[config.mk]
export PLATFORM = sky130hd
export DESIGN_NAME = line_hook_ctrl
export DESIGN_NICKNAME = d
export VERILOG_FILES = /design/src/rtl/line_hook_ctrl.sv
export SDC_FILE = /design/constraint.sdc
export NUM_CORES = 1
export LEC_CHECK = 0
export ABC_AREA = 0
export CORE_MARGIN = 10
export CORE_UTILIZATION = 35
export DETAILED_ROUTE_END_ITERATION = 12
export DONT_BUFFER_PORTS = 1
export GPL_ROUTABILITY_DRIVEN = 0
export REMOVE_ABC_BUFFERS = 1
export SLEW_MARGIN = 5
export SYNTH_ARGS = -nofsm -noshare
export SYNTH_HDL_FRONTEND = slang
export SYNTH_SLANG_ARGS = --single-unit
[constraint.sdc]
create_clock -name clk -period 2 [get_ports clk]
set_clock_uncertainty 0.05 [all_clocks]
set_input_delay 0.3 -clock clk [delete_from_list [all_inputs] [get_ports clk]]
set_output_delay 0.3 -clock clk [all_outputs]
set_load 0.01 [all_outputs]
[src/rtl/line_hook_ctrl.sv]
module line_hook_ctrl #(
  parameter int SETTLE    = 4620,
  parameter int AW        = 5,
  parameter int DW        = 8,
  parameter int ADDR_CTRL = 5,
  parameter int ADDR_TONE = 16,
  parameter int ADDR_STAT = 17
) (
  input  logic          clk,
  input  logic          rst_n,
  input  logic          hook_pin_n,
  input  logic          smp_stb,
  input  logic          bill_det_stb,
  input  logic          rx_ovr_stb,
  input  logic [1:0]    mode_pins,
  input  logic          reg_we,
  input  logic [AW-1:0] reg_addr,
  input  logic [DW-1:0] reg_wdata,
  output logic [DW-1:0] reg_rdata,
  output logic          offhook,
  output logic          rx_valid,
  output logic [1:0]    ser_mode,
  output logic          mode_err
);

  localparam int CW = $clog2(SETTLE + 1);

  logic          hook_req, pin_en, tone_en, bill_flag, ovr_flag, valid_q;
  logic [CW-1:0] cnt;

  wire wr_ctrl = reg_we && (reg_addr == AW'(ADDR_CTRL));
  wire wr_tone = reg_we && (reg_addr == AW'(ADDR_TONE));
  wire wr_stat = reg_we && (reg_addr == AW'(ADDR_STAT));

  assign offhook  = hook_req | (pin_en & ~hook_pin_n);
  assign rx_valid = valid_q & offhook;
  assign mode_err = &mode_pins;
  assign ser_mode = mode_err ? 2'b00 : mode_pins;

  always_ff @(posedge clk or negedge rst_n) begin
    if (!rst_n) begin
      hook_req <= 1'b0;
      pin_en   <= 1'b0;
      tone_en  <= 1'b0;
    end else begin
      if (wr_ctrl) begin
        hook_req <= reg_wdata[0];
        pin_en   <= reg_wdata[1];
      end
      if (wr_tone) tone_en <= reg_wdata[0];
    end
  end

  always_ff @(posedge clk or negedge rst_n) begin
    if (!rst_n) begin
      bill_flag <= 1'b0;
      ovr_flag  <= 1'b0;
    end else begin
      bill_flag <= (bill_det_stb & tone_en) | (bill_flag & ~(wr_stat & ~reg_wdata[0]));
      ovr_flag  <= rx_ovr_stb | (ovr_flag & ~(wr_stat & ~reg_wdata[1]));
    end
  end

  always_ff @(posedge clk or negedge rst_n) begin
    if (!rst_n) begin
      cnt     <= '0;
      valid_q <= 1'b0;
    end else if (!offhook) begin
      cnt     <= '0;
      valid_q <= 1'b0;
    end else if (smp_stb && !valid_q) begin
      if (cnt == CW'(SETTLE - 1)) valid_q <= 1'b1;
      else                        cnt     <= cnt + 1'b1;
    end
  end

  always_comb begin
    reg_rdata = '0;
    if (reg_addr == AW'(ADDR_CTRL))      reg_rdata[1:0] = {pin_en, hook_req};
    else if (reg_addr == AW'(ADDR_TONE)) reg_rdata[0]   = tone_en;
    else if (reg_addr == AW'(ADDR_STAT)) reg_rdata[1:0] = {ovr_flag, bill_flag};
  end

  AST_VALID_NEEDS_HOOK: assert property (@(posedge clk) disable iff (!rst_n) rx_valid |-> offhook);
  AST_PIN_GATED: assert property (@(posedge clk) disable iff (!rst_n) (!pin_en && !hook_req) |-> !offhook);
  AST_VALID_ON_STROBE: assert property (@(posedge clk) disable iff (!rst_n) $rose(valid_q) |-> $past(smp_stb));
  AST_BILL_STICKY: assert property (@(posedge clk) disable iff (!rst_n) (bill_flag && !(wr_stat && !reg_wdata[0])) |=> bill_flag);
  AST_BILL_SET_WINS: assert property (@(posedge clk) disable iff (!rst_n) (bill_det_stb && tone_en) |=> bill_flag);
  AST_OVR_SET: assert property (@(posedge clk) disable iff (!rst_n) rx_ovr_stb |=> ovr_flag);
  AST_RESERVED_MODE: assert property (@(posedge clk) disable iff (!rst_n) mode_err |-> (ser_mode == 2'b00));

endmodule

==> impl_results.md <==
* CTS Buf Count at 3
* Vias in the first global route at just under 800
* Worst path arrival time at about 1.9 ns
* Die footprint at between 5000 and 6000 um2
* Pin count of the biggest net entering global routing at 20
* Fmax at roughly 570 MHz
* Syn Inst Count at ~110
* DP Worst Slack at 0.252 ns
* H-tree depth at 1
* Top cell type's share of synthesized area at about 45%
* GRT Residual Overflow at 0
* Pleak at 0.000457 uW
* Post-CTS resize count at 0
* Initial drt markers at 16
* Port-buffer cells at 0
* Final Total Pwr at 725 uW
* Switching share of total power at 27.2%
* Most frequent cell after synthesis: dfrtp_1
* Min Tclk post-route at approximately 1.7 ns
* Cell Count Post-Placement at about 140
* Fin util at 39.5%
* Multi-input logic area at ~540 um2
* Total global-route track usage at 8.11%
* CTS hold repair buffers at 1
* Switching power at between 150 and 200 uW
* Synth area leader: dfrtp_1
* Hold Violations, Final at 0
* FP Rows at 19
* Synth cell count leaders: 19 x dfrtp_1, 12 x nor2_1, 7 x nand2_1, 6 x buf_4, 6 x xnor2_1
* Worst-skew pair later-pin latency at 0.30 ns
* Wire length per cell at around 14 um
* Nets at roughly 140
* Root Driver: clkbuf_4
* Synth warn at 0
* Run status: finished, final reports clean
* Die X at roughly 75 um
* Via Count at 756
* Crit Path Class: flip-flop to flip-flop
* Critical path endpoint category: flip-flop
* DRC at 0
* Postcts setup bufs at 0
* CTS tree: done
* IO Count at 35
* Ys flop type: dfrtp_1
* Logic gate share of total power at 15.5%
* Area Growth Syn to Fin at 5.30%
* Drt pass-1 iters at 4
* ANT nets after route at 0
* Flip-flop and latch area at 475 um2
* Share of cells above drive strength 1 at about 14%
* Initial antenna violation count at 0
* DP HPWL at ~1700 um
* Fillers at between 200 and 300
* RSZ-0062 raised after global routing: no
* Setup ws final at 0.255 ns
* Max clock buf depth at 2
* Power Density at roughly 650 nW/um2
* Total wire length at about 2100 um
* Crit path max fanout at 5
* Syn Area/Cell at just under 10 um2
* Hold Path Class: input port to flip-flop
* CP startpoint kind: flip-flop
* Slew headroom at between 40 and 50%
* Initial Util at 37.5%
* Final period util at between 80% and 90%
* Post-route setup TNS at 0 ns
* Clk sinks at 19
* Synth Register Bits at 19
* Max VDD drop at between 0.2 and 0.3 mV
* Non-filler instance count after layout at approximately 140
* Max-Cap Viols at 0
* Avg Vias per Cell at 5.32
* Seq/Total Area, Yosys at roughly 45%
* Int Pwr at ~530 uW
* Final setup viols at 0
* Post-Syn Area at between 1000 and 1500 um2
* Clk pwr share at 26.5%
* Required @ worst endpoint at 2.15 ns
* First-pass GRT wire length at around 3600 um
* Ant diodes at 0
* Number of synthesized flops with an enable pin at 0
* R2R depth at 5
* Async S/R FF share, synth at 100%
* Yosys cell types at 35
* Clock transition at path regs at about 0.10 ns
* Area of the core at around 2800 um2
* Synth area leaders: dfrtp_1 45%, xnor2_1 4.9%, buf_4 4.2%
* Final Max Slew Viols at 0
* WHS Path Cells at 1
* Slew @ Worst Pin at 0.826 ns
* Die height at 75.1 um
* Seq pwr share at between 50% and 60%
-- logic make-up (layout without fill, tap and decap cells) --
logic type / after synthesis / after routing / synth area share (%)
adder cells (fa/ha/maj): 1 / 1 / 1.18
AND/OR/NAND/NOR: 48 / 48 / 26.7
XOR/XNOR: 11 / 11 / 9.07
flip-flops: 19 / 19 / 44.8
AO/OA/AOI/OAI: 10 / 10 / 6.36
multiplexers: 5 / 5 / 5.18
buffers and inverters: 12 / 11 / 6.36
other: 1 / 6 / 0.353
-- cell usage in the layout (no fill, tap or decap) --
cell type,Yosys,final
and4bb_2,1,1
nor4_1,3,3
a31oi_1,1,1
a21oi_1,2,2
nor4b_1,3,3
and2_1,2,2
nor2b_1,3,3
and4b_1,1,1
and4_2,1,1
a41oi_1,1,1
xnor2_1,6,6
dfrtp_1,19,19
mux2i_1,1,1
a22o_1,1,1
clkbuf_4,0,3
nor3_1,2,2
clkbuf_1,2,1
conb_1,1,6
ha_1,1,1
nor2_2,1,1
nand4_2,1,1
dlygate4sd3_1,0,1
nand3_1,3,3
inv_1,4,4
mux2_2,4,4
nand4_1,3,3
a32o_1,1,1
nor2_1,12,12
a311oi_1,1,1
nand2b_1,2,2
buf_4,6,2
nand3b_1,1,1
nand2_1,7,7
or3_2,1,1
o21ai_0,3,3
or4b_4,1,1
xor2_1,5,5
-- worst max-delay path, cell delays in order (launching register included) --
cell and delay, ns:
dfrtp_1 0.39, ha_1 0.21, and4b_1 0.30, or4b_4 0.49
xor2_1 0.17, nor2_2 0.04
-- registers in the layout, indices dropped and copies added (netlist names) --
name       cells
hook_req       1
ovr_flag       1
bill_flag      1
tone_en        1
cnt           13
pin_en         1
valid_q        1
-- area by class of cell --
cell class,instances,share of cell area (%)
clock buffers,4,2.35
inverters,4,1.34
multi-input cells,81,48.1
flip-flops and latches,19,42.5
well taps,31,3.47
repair buffers,3,2.24
-- path summary, 6_finish.rpt --
check / startpoint / end / slack, ns
min reg2reg: tone_en$_DFFE_PN0P_ / bill_flag$_DFF_PN0_ / 0.45
max reg2reg: cnt[0]$_DFFE_PN0P_ / cnt[12]$_DFFE_PN0P_ / 0.26
max in group asynchronous: rst_n / cnt[0]$_DFFE_PN0P_ / 0.91
max: cnt[0]$_DFFE_PN0P_ / cnt[12]$_DFFE_PN0P_ / 0.26
min: rx_ovr_stb / ovr_flag$_DFF_PN0_ / 0.06
min in group asynchronous: rst_n / cnt[11]$_DFFE_PN0P_ / 0.48
-- routing by layer --
metal | track usage, % | routed length (um)
met5 | 0 | 0
met4 | 5.04 | 46
met3 | 3.02 | 280
met2 | 12.3 | 862
met1 | 9.52 | 867
-- power by group through the flow --
| stage | logic (uW) | registers [uW] | clock network [uW] |
|---|---|---|---|
| after global placement | 104 | 428 | 0 |
| final | 113 | 421 | 192 |
| after global routing | 128 | 426 | 220 |
| after CTS | 116 | 421 | 203 |
| after detailed placement | 106 | 428 | 0 |
| after floorplan | 72.4 | 425 | 0 |
-- through the flow --
| stage | hold slack, ns | area, um2 |
|---|---|---|
| 2_1_floorplan | -0.0456 | 1030 |
| 3_3_place_gp | -0.0448 | 1080 |
| 3_5_place_dp | -0.0447 | 1080 |
| 4_1_cts | 0.0570 | 1120 |
| 5_1_grt | 0.0561 | 1120 |
| 6_report | 0.0574 | 1120 |
Note: power is estimated with default switching activity, not from simulation.
